`config.mk`:
```
export PLATFORM = sky130hd
export DESIGN_NAME = bn_launch_ctrl
export DESIGN_NICKNAME = d
export VERILOG_FILES = /design/src/rtl/bnl_pkg.sv /design/src/rtl/bnl_func_reg.sv /design/src/rtl/bnl_result_ctrl.sv /design/src/rtl/bnl_trig_reg.sv /design/src/rtl/bnl_seq_ctrl.sv /design/src/rtl/bn_launch_ctrl.sv
export SDC_FILE = /design/constraint.sdc
export NUM_CORES = 1
export LEC_CHECK = 0
export CAP_MARGIN = 20
export CORE_AREA = 2 2 87 89
export DETAILED_ROUTE_END_ITERATION = 10
export DIE_AREA = 0 0 89 91
export HOLD_SLACK_MARGIN = 0.08
export PLACE_DENSITY = 0.89
export SYNTH_ARGS = -nofsm -noshare
export SYNTH_HDL_FRONTEND = slang
export SYNTH_SLANG_ARGS = --single-unit
export TNS_END_PERCENT = 30
```
`constraint.sdc`:
```
create_clock -name clk -period 4.2 [get_ports clk]
set_input_delay 0.42 -clock clk [delete_from_list [all_inputs] [get_ports clk]]
set_output_delay 0.42 -clock clk [all_outputs]
set_load 0.02 [all_outputs]
```
`src/rtl/bnl_pkg.sv`:
```
package bnl_pkg;
  // host register select
  localparam logic SEL_FUNC = 1'b0;
  localparam logic SEL_CTRL = 1'b1;

  // function word bit positions
  localparam int F_RUN   = 0;
  localparam int F_STALL = 1;
  localparam int F_OP_LO = 2;

  // control word bit positions
  localparam int C_RST     = 0;
  localparam int C_TRIG_LO = 8;

  // host-visible run: internal flag, or sequencer not yet ready
  function automatic logic run_view(input logic run_flag, input logic stat0);
    return run_flag | ~stat0;
  endfunction
endpackage

```
`src/rtl/bnl_func_reg.sv`:
```
module bnl_func_reg #(
  parameter int OP_W = 3
) (
  input  logic            clk,
  input  logic            rst_n,
  input  logic            wr,
  input  logic            w_run,
  input  logic            w_stall,
  input  logic [OP_W-1:0] w_op,
  input  logic            run_vis,
  input  logic            clr_run,
  output logic            run_q,
  output logic            stall_q,
  output logic [OP_W-1:0] op_q,
  output logic            start_q,
  output logic            launch_evt,
  output logic            auto_trig
);
  logic full_wr;

  assign full_wr    = wr & ~run_vis;
  assign launch_evt = full_wr & w_run;
  assign auto_trig  = launch_evt & (w_op != '0);

  always_ff @(posedge clk or negedge rst_n) begin
    if (!rst_n) begin
      run_q   <= 1'b1;
      stall_q <= 1'b0;
      op_q    <= '0;
      start_q <= 1'b0;
    end else begin
      start_q <= launch_evt;
      if (wr) stall_q <= w_stall;
      if (full_wr) op_q <= w_op;
      if (launch_evt) run_q <= 1'b1;
      else if (clr_run) run_q <= 1'b0;
    end
  end
endmodule

```
`src/rtl/bnl_result_ctrl.sv`:
```
module bnl_result_ctrl #(
  parameter int CMP_W = 3,
  parameter int RES_W = 12
) (
  input  logic             clk,
  input  logic             rst_n,
  input  logic             dp_done,
  input  logic [CMP_W-1:0] dp_cmp,
  input  logic [RES_W-1:0] dp_msw,
  input  logic [RES_W-1:0] dp_divmsw,
  input  logic             run_q,
  input  logic             basic_op,
  input  logic             stall_q,
  output logic [CMP_W-1:0] cmp_q,
  output logic [RES_W-1:0] msw_q,
  output logic [RES_W-1:0] div_q,
  output logic             pend_q,
  output logic             done_evt,
  output logic             publish_evt
);
  logic [CMP_W-1:0] hold_cmp;
  logic [RES_W-1:0] hold_msw;
  logic [RES_W-1:0] hold_div;
  logic direct_evt, park_evt, release_evt;

  assign done_evt    = dp_done & run_q & basic_op & ~pend_q;
  assign direct_evt  = done_evt & ~stall_q;
  assign park_evt    = done_evt & stall_q;
  assign release_evt = pend_q & ~stall_q;
  assign publish_evt = direct_evt | release_evt;

  always_ff @(posedge clk or negedge rst_n) begin
    if (!rst_n) begin
      hold_cmp <= '0;
      hold_msw <= '0;
      hold_div <= '0;
      pend_q   <= 1'b0;
      cmp_q    <= '0;
      msw_q    <= '0;
      div_q    <= '0;
    end else begin
      if (park_evt) begin
        hold_cmp <= dp_cmp;
        hold_msw <= dp_msw;
        hold_div <= dp_divmsw;
        pend_q   <= 1'b1;
      end else if (release_evt) begin
        pend_q <= 1'b0;
      end
      if (direct_evt) begin
        cmp_q <= dp_cmp;
        msw_q <= dp_msw;
        div_q <= dp_divmsw;
      end else if (release_evt) begin
        cmp_q <= hold_cmp;
        msw_q <= hold_msw;
        div_q <= hold_div;
      end
    end
  end
endmodule

```
`src/rtl/bnl_trig_reg.sv`:
```
module bnl_trig_reg #(
  parameter int W = 8
) (
  input  logic         clk,
  input  logic         rst_n,
  input  logic         host_set_en,
  input  logic [W-1:0] host_mask,
  input  logic         seq_clr_en,
  input  logic [W-1:0] seq_data,
  input  logic         auto0,
  output logic [W-1:0] trig_q
);
  function automatic logic [W-1:0] trig_next(
    input logic [W-1:0] cur, input logic set_en, input logic [W-1:0] set_m,
    input logic clr_en, input logic [W-1:0] keep_m, input logic a0);
    logic [W-1:0] v;
    v = clr_en ? (cur & keep_m) : cur;
    if (set_en) v = v | set_m;
    v[0] = v[0] | a0;
    return v;
  endfunction

  always_ff @(posedge clk or negedge rst_n) begin
    if (!rst_n) trig_q <= '0;
    else trig_q <= trig_next(trig_q, host_set_en, host_mask, seq_clr_en, seq_data, auto0);
  end
endmodule

```
`src/rtl/bnl_seq_ctrl.sv`:
```
module bnl_seq_ctrl #(
  parameter int STAT_W      = 8,
  parameter bit PROG_IN_RAM = 1'b1
) (
  input  logic              clk,
  input  logic              rst_n,
  input  logic              ctrl_wr,
  input  logic              w_rst,
  input  logic              run_vis,
  input  logic              stat_wr,
  input  logic [STAT_W-1:0] stat_wdata,
  output logic              seq_rst_q,
  output logic              seq_en,
  output logic [STAT_W-1:0] stat_q,
  output logic              prog_en,
  output logic              data_en
);
  localparam logic RST_INIT = PROG_IN_RAM;
  logic rst_wr_ok;

  assign rst_wr_ok = ctrl_wr & (~w_rst | ~run_vis);
  assign seq_en    = ~seq_rst_q;

  always_ff @(posedge clk or negedge rst_n) begin
    if (!rst_n) begin
      seq_rst_q <= RST_INIT;
      stat_q    <= '0;
    end else begin
      if (rst_wr_ok) seq_rst_q <= w_rst;
      if (stat_wr && seq_en) stat_q <= stat_wdata;
    end
  end

  generate
    if (PROG_IN_RAM) begin : g_ram_prog
      assign prog_en = seq_rst_q;
      assign data_en = ~seq_rst_q;
    end else begin : g_rom_prog
      assign prog_en = 1'b0;
      assign data_en = 1'b1;
    end
  endgenerate
endmodule

```
`src/rtl/bn_launch_ctrl.sv`:
```
module bn_launch_ctrl #(
  parameter int OP_W        = 3,
  parameter int TRIG_W      = 8,
  parameter int STAT_W      = 8,
  parameter int CMP_W       = 3,
  parameter int AW          = 11,
  parameter bit PROG_IN_RAM = 1'b1,
  localparam int HW_W       = bnl_pkg::C_TRIG_LO + TRIG_W,
  localparam int RES_W      = AW + 1
) (
  input  logic              clk,
  input  logic              rst_n,
  input  logic              host_wr,
  input  logic              host_sel,
  input  logic [HW_W-1:0]   host_wdata,
  output logic              run_rd,
  output logic              stall_rd,
  output logic [OP_W-1:0]   op_rd,
  output logic              seq_rst_rd,
  output logic [TRIG_W-1:0] trig_rd,
  output logic [STAT_W-1:0] stat_rd,
  output logic [CMP_W-1:0]  cmp_rd,
  output logic [RES_W-1:0]  msw_rd,
  output logic [RES_W-1:0]  divmsw_rd,
  output logic              irq,
  output logic              prog_mem_en,
  output logic              data_mem_en,
  output logic              dp_start,
  input  logic              dp_done,
  input  logic [CMP_W-1:0]  dp_cmp,
  input  logic [RES_W-1:0]  dp_msw,
  input  logic [RES_W-1:0]  dp_divmsw,
  input  logic              seq_trig_wr,
  input  logic [TRIG_W-1:0] seq_trig_wdata,
  input  logic              seq_stat_wr,
  input  logic [STAT_W-1:0] seq_stat_wdata,
  input  logic              seq_run_clr
);
  import bnl_pkg::*;

  logic func_wr, ctrl_wr;
  logic run_q, launch_evt, auto_trig;
  logic done_evt, publish_evt, pend_q;
  logic seq_en, seq_clr_eff, seq_runclr_eff, clr_run;
  logic unused_bits;

  assign func_wr        = host_wr & (host_sel == SEL_FUNC);
  assign ctrl_wr        = host_wr & (host_sel == SEL_CTRL);
  assign seq_clr_eff    = seq_trig_wr & seq_en;
  assign seq_runclr_eff = seq_run_clr & seq_en;
  assign clr_run        = publish_evt | seq_runclr_eff;
  assign run_rd         = run_view(run_q, stat_rd[0]);
  assign irq            = ~run_rd;
  assign unused_bits    = ^host_wdata[C_TRIG_LO-1:F_OP_LO+OP_W];

  bnl_func_reg #(.OP_W(OP_W)) u_func (
    .clk(clk), .rst_n(rst_n), .wr(func_wr),
    .w_run(host_wdata[F_RUN]), .w_stall(host_wdata[F_STALL]),
    .w_op(host_wdata[F_OP_LO +: OP_W]), .run_vis(run_rd), .clr_run(clr_run),
    .run_q(run_q), .stall_q(stall_rd), .op_q(op_rd), .start_q(dp_start),
    .launch_evt(launch_evt), .auto_trig(auto_trig)
  );

  bnl_result_ctrl #(.CMP_W(CMP_W), .RES_W(RES_W)) u_res (
    .clk(clk), .rst_n(rst_n), .dp_done(dp_done), .dp_cmp(dp_cmp),
    .dp_msw(dp_msw), .dp_divmsw(dp_divmsw), .run_q(run_q),
    .basic_op(op_rd == '0), .stall_q(stall_rd), .cmp_q(cmp_rd),
    .msw_q(msw_rd), .div_q(divmsw_rd), .pend_q(pend_q),
    .done_evt(done_evt), .publish_evt(publish_evt)
  );

  bnl_trig_reg #(.W(TRIG_W)) u_trig (
    .clk(clk), .rst_n(rst_n), .host_set_en(ctrl_wr),
    .host_mask(host_wdata[C_TRIG_LO +: TRIG_W]), .seq_clr_en(seq_clr_eff),
    .seq_data(seq_trig_wdata), .auto0(auto_trig), .trig_q(trig_rd)
  );

  bnl_seq_ctrl #(.STAT_W(STAT_W), .PROG_IN_RAM(PROG_IN_RAM)) u_seq (
    .clk(clk), .rst_n(rst_n), .ctrl_wr(ctrl_wr), .w_rst(host_wdata[C_RST]),
    .run_vis(run_rd), .stat_wr(seq_stat_wr), .stat_wdata(seq_stat_wdata),
    .seq_rst_q(seq_rst_rd), .seq_en(seq_en), .stat_q(stat_rd),
    .prog_en(prog_mem_en), .data_en(data_mem_en)
  );
endmodule

```
==> metrics.txt <==
# TYPE chip_impl_metric gauge
chip_impl_info{name="status",value="finished, final reports clean"} 1
chip_impl_metric{name="final_layout_size_suffix_gt1_share",unit="%"} 9.16
chip_impl_metric{name="cp_data_required_time",unit="ns"} 4.43
chip_impl_metric{name="tritoncts.num_buffers",unit=""} 9
chip_impl_metric{name="synth_fp_nets",unit=""} 364
chip_impl_metric{name="globalRoute.totalOverflow",unit=""} 0
chip_impl_info{name="mostFrequentLayoutCells",value="sky130_fd_sc_hd__clkdlybuf4s50_1 (115), sky130_fd_sc_hd__dfrtp_1 (76), sky130_fd_sc_hd__inv_1 (60)"} 1
chip_impl_metric{name="achievable-frequency",unit="MHz"} 368
chip_impl_metric{name="total_of_flip_flops_plus_latches_after_synthesis",unit=""} 78
chip_impl_metric{name="synth_area",unit="mm2"} 0.00346
chip_impl_metric{name="critPathMaxStageDelay",unit="ns"} 0.80
chip_impl_metric{name="dp_hpwl",unit="mm"} 5.57
chip_impl_info{name="cts_tree",value="built"} 1
chip_impl_metric{name="synthToLayoutAreaGrowth",unit="%"} 40.7
chip_impl_metric{name="gate_power_share",unit="%"} 43.9
chip_impl_metric{name="multi_input_logic_area",unit="mm2"} 0.00112
chip_impl_info{name="rsz0062_at_grt",value="false"} 1
chip_impl_metric{name="cts.sinks",unit=""} 78
chip_impl_metric{name="p_leak",unit="nW"} 2.34
chip_impl_info{name="most_common_cell_after_layout_fill_and_taps_aside",value="sky130_fd_sc_hd__clkdlybuf4s50_1"} 1
chip_impl_metric{name="ys_seq_area_share",unit="%"} 56.5
chip_impl_metric{name="routed_via_density",unit=""} 5.28
chip_impl_metric{name="htreeDepth",unit=""} 3
chip_impl_metric{name="net_switching",unit="mW"} 1.13
chip_impl_metric{name="maxCapViolations",unit=""} 0
chip_impl_metric{name="layout_min_cycle_time",unit="ns"} 2.72
chip_impl_metric{name="yosysUniqueCellTypes",unit=""} 28
chip_impl_metric{name="num_antenna_cells",unit=""} 0
chip_impl_metric{name="worst_slack",unit="ns"} 1.48
chip_impl_info{name="hp-class",value="flop to flop"} 1
chip_impl_metric{name="critical_path.max_fanout",unit=""} 30
chip_impl_metric{name="maximum_number_of_pins_on_one_net_before_global_route_repair",unit=""} 79
chip_impl_metric{name="power.share.sequential",unit="%"} 39.3
chip_impl_metric{name="layoutNonFillerInstCount",unit=""} 514
chip_impl_metric{name="initial_utilization",unit="%"} 48.4
chip_impl_metric{name="fillCellCount",unit=""} 563
chip_impl_metric{name="placement.setup.worst_slack",unit="ns"} 1.40
chip_impl_metric{name="setup_viol",unit=""} 0
chip_impl_metric{name="drt-wirelength-per-cell",unit="um"} 16.0
chip_impl_metric{name="final.setup.tns",unit="ns"} 0
chip_impl_metric{name="clk-insertion-delay-late",unit="ns"} 0.34
chip_impl_metric{name="die_x",unit="um"} 89
chip_impl_metric{name="slew_violations",unit=""} 0
chip_impl_metric{name="clkPwrFrac",unit="%"} 16.9
chip_impl_metric{name="clock_path_buffers",unit=""} 2
chip_impl_metric{name="antenna_found_initial",unit=""} 0
chip_impl_metric{name="core_region_area",unit="mm2"} 0.00714
chip_impl_metric{name="powerDensity",unit="mW/mm2"} 653
chip_impl_metric{name="finalHoldWorstSlack",unit="ns"} 0.493
chip_impl_metric{name="placed_instances",unit=""} 495
chip_impl_info{name="cp-start-kind",value="flop"} 1
chip_impl_metric{name="cellInternalPower",unit="mW"} 2.05
chip_impl_metric{name="gpl.final_weighted_congestion",unit=""} 0.771
chip_impl_metric{name="route.vias.total",unit=""} 2714
chip_impl_info{name="timing.critical_path.to_type",value="flop"} 1
chip_impl_metric{name="first_pass_grt_wire_length",unit="mm"} 13.3
chip_impl_info{name="cpMaxStageDelayCell",value="sky130_fd_sc_hd__dfrtp_1"} 1
chip_impl_metric{name="crit_arrival",unit="ns"} 2.95
chip_impl_metric{name="grt_pass1_vias",unit=""} 2827
chip_impl_metric{name="first_pass_iters",unit=""} 4
chip_impl_metric{name="io_pins",unit=""} 120
chip_impl_metric{name="synth.avg_cell_area",unit="um2"} 11.6
chip_impl_info{name="worstSetupPathType",value="flop to flop"} 1
chip_impl_metric{name="fin_skew",unit="ns"} 0.00789
chip_impl_metric{name="power.switching_fraction",unit="%"} 35.5
chip_impl_metric{name="num_rows",unit=""} 31
chip_impl_metric{name="grt_use_total",unit="%"} 21.0
chip_impl_metric{name="synthCells",unit=""} 297
chip_impl_metric{name="clk_pin_slew",unit="ns"} 0.08
chip_impl_metric{name="port_buffers",unit=""} 116
chip_impl_metric{name="final-hold-violation-count",unit=""} 0
chip_impl_metric{name="chipHeight",unit="um"} 91
chip_impl_metric{name="layout_worst_path_cycle_share",unit="%"} 64.7
chip_impl_metric{name="drc_errors",unit=""} 0
chip_impl_metric{name="routed_wl",unit="mm"} 8.24
chip_impl_metric{name="post_cts_resized",unit=""} 0
chip_impl_metric{name="drtAntennaViolNets",unit=""} 0
chip_impl_metric{name="power",unit="mW"} 3.18
chip_impl_metric{name="cts_hold_buffers",unit=""} 0
chip_impl_metric{name="yosys_warnings",unit=""} 0
chip_impl_metric{name="design.final.nets",unit=""} 477
chip_impl_metric{name="dieArea",unit="mm2"} 0.00810
chip_impl_metric{name="final-seq-area",unit="mm2"} 0.00195
chip_impl_metric{name="relSlewSlack",unit="%"} 23.9
chip_impl_metric{name="post_cts_buffers",unit=""} 0
chip_impl_info{name="cts_root_buffer",value="sky130_fd_sc_hd__clkbuf_8"} 1
chip_impl_info{name="crit_path_cell_trace",value="nor2_4 > buf_4 > nand3_2 > mux2i_1"} 1
chip_impl_metric{name="drt_first_iter_violations",unit=""} 83
chip_impl_metric{name="tightestPinTransition",unit="ns"} 1.14
chip_impl_metric{name="power.ir.vdd_worst",unit="V"} 0.000395
## worst paths after layout
check,cells past startpoint,endpoint,startpoint,slack (ns)
min,1,u_res.div_q[10],u_res.div_q[10],0.49
min reg2reg,1,u_res.div_q[10],u_res.div_q[10],0.49
max,4,u_res.hold_div[8],u_res.pend_q,1.48
min in group asynchronous,2,u_res.hold_div[2],rst_n,0.56
max in group asynchronous,3,u_res.msw_q[11],rst_n,3.07
max reg2reg,4,u_res.hold_div[8],u_res.pend_q,1.48
## power by group through the flow
| stage | Combinational, mW | Sequential [mW] | Clock, mW |
|---|---|---|---|
| floorplan | 0.481 | 1.49 | 0 |
| global route | 1.49 | 1.28 | 0.585 |
| global placement | 1.35 | 1.24 | 0 |
| detailed placement | 1.39 | 1.26 | 0 |
| finish | 1.39 | 1.25 | 0.536 |
| CTS | 1.40 | 1.25 | 0.552 |
## cells by family (layout without fill, tap and decap cells)
kind of cell	after synthesis	count (layout)	synth area share (%)
compound gates	69	69	16.1
buf+inv	80	198	11.1
flops	78	78	56.5
mux	38	38	11.4
simple gates	32	32	4.85
## critical path, delay by kind of cell (launching register included)
| family | cells | cell delay [ns] |
|---|---|---|
| muxes | 1 | 0.44 |
| DFF | 1 | 0.80 |
| buffers and inverters | 1 | 0.33 |
| and+or+nand+nor | 2 | 1.03 |
## routing by layer
metal  track usage (%)  vias up  wire, um  part of all wire [%]
met5                 0        -         0                     0
li1                  -     1252         -                     -
met1              26.8     1341      3500                    42
met2              34.3      108      4030                    49
met4              7.34        0       114                   1.4
met3              5.64       13       591                   7.2
## through the flow
stage / cell area (um2) / utilization (%)
finish: 4860 / 68.1
global route: 4860 / 68.1
global placement: 4610 / 64.6
CTS: 4800 / 67.2
floorplan: 3460 / -
detailed placement: 4610 / 64.6
## synthesized netlist by cell type
library cell / number / share of area (%)
sky130_fd_sc_hd__buf_2: 7 / 1.0
sky130_fd_sc_hd__nand2_1: 18 / 2.0
sky130_fd_sc_hd__a21oi_1: 1 / 0.14
sky130_fd_sc_hd__buf_1: 1 / 0.11
sky130_fd_sc_hd__and4bb_2: 1 / 0.36
sky130_fd_sc_hd__and4bb_1: 1 / 0.36
sky130_fd_sc_hd__o22a_1: 28 / 7.1
sky130_fd_sc_hd__buf_6: 4 / 1.3
sky130_fd_sc_hd__nand3_1: 1 / 0.14
sky130_fd_sc_hd__mux2_2: 11 / 3.6
sky130_fd_sc_hd__nor2_1: 2 / 0.22
sky130_fd_sc_hd__a22o_1: 1 / 0.25
sky130_fd_sc_hd__clkbuf_1: 3 / 0.33
sky130_fd_sc_hd__nor2b_1: 2 / 0.36
sky130_fd_sc_hd__and2_1: 1 / 0.18
sky130_fd_sc_hd__dfrtp_1: 76 / 55
sky130_fd_sc_hd__o21ai_0: 11 / 1.6
sky130_fd_sc_hd__nor3_1: 1 / 0.14
sky130_fd_sc_hd__a32oi_1: 27 / 6.8
sky130_fd_sc_hd__buf_4: 3 / 0.65
sky130_fd_sc_hd__buf_12: 2 / 1.2
sky130_fd_sc_hd__dfstp_2: 2 / 1.5
sky130_fd_sc_hd__nand2b_1: 2 / 0.36
sky130_fd_sc_hd__o211ai_1: 1 / 0.22
sky130_fd_sc_hd__nor3b_1: 2 / 0.43
sky130_fd_sc_hd__mux2i_1: 27 / 7.8
sky130_fd_sc_hd__nor2_4: 1 / 0.33
sky130_fd_sc_hd__inv_1: 60 / 6.5
## layout make-up
cell class,instances,share of cell area (%)
Sequential cell,78,40.2
Timing Repair Buffer,122,25.6
Clock buffer,9,2.55
Tap cell,99,2.55
Inverter,60,4.63
Clock inverter,7,1.34
Multi-Input combinational cell,139,23.1
## state kept, by name, summed over array words and instances, names as in the netlist
signal and cells:
u_func.stall_q 1, u_res.pend_q 1, u_res.hold_cmp 3, u_func.run_q 1
u_trig.trig_q 8, u_res.hold_msw 12, u_res.cmp_q 3, u_seq.stat_q 8
u_seq.prog_en 1, u_func.op_q 3, u_res.hold_div 12, u_res.div_q 12
u_func.start_q 1, u_res.msw_q 12
Note: power is estimated with default switching activity, not from simulation.
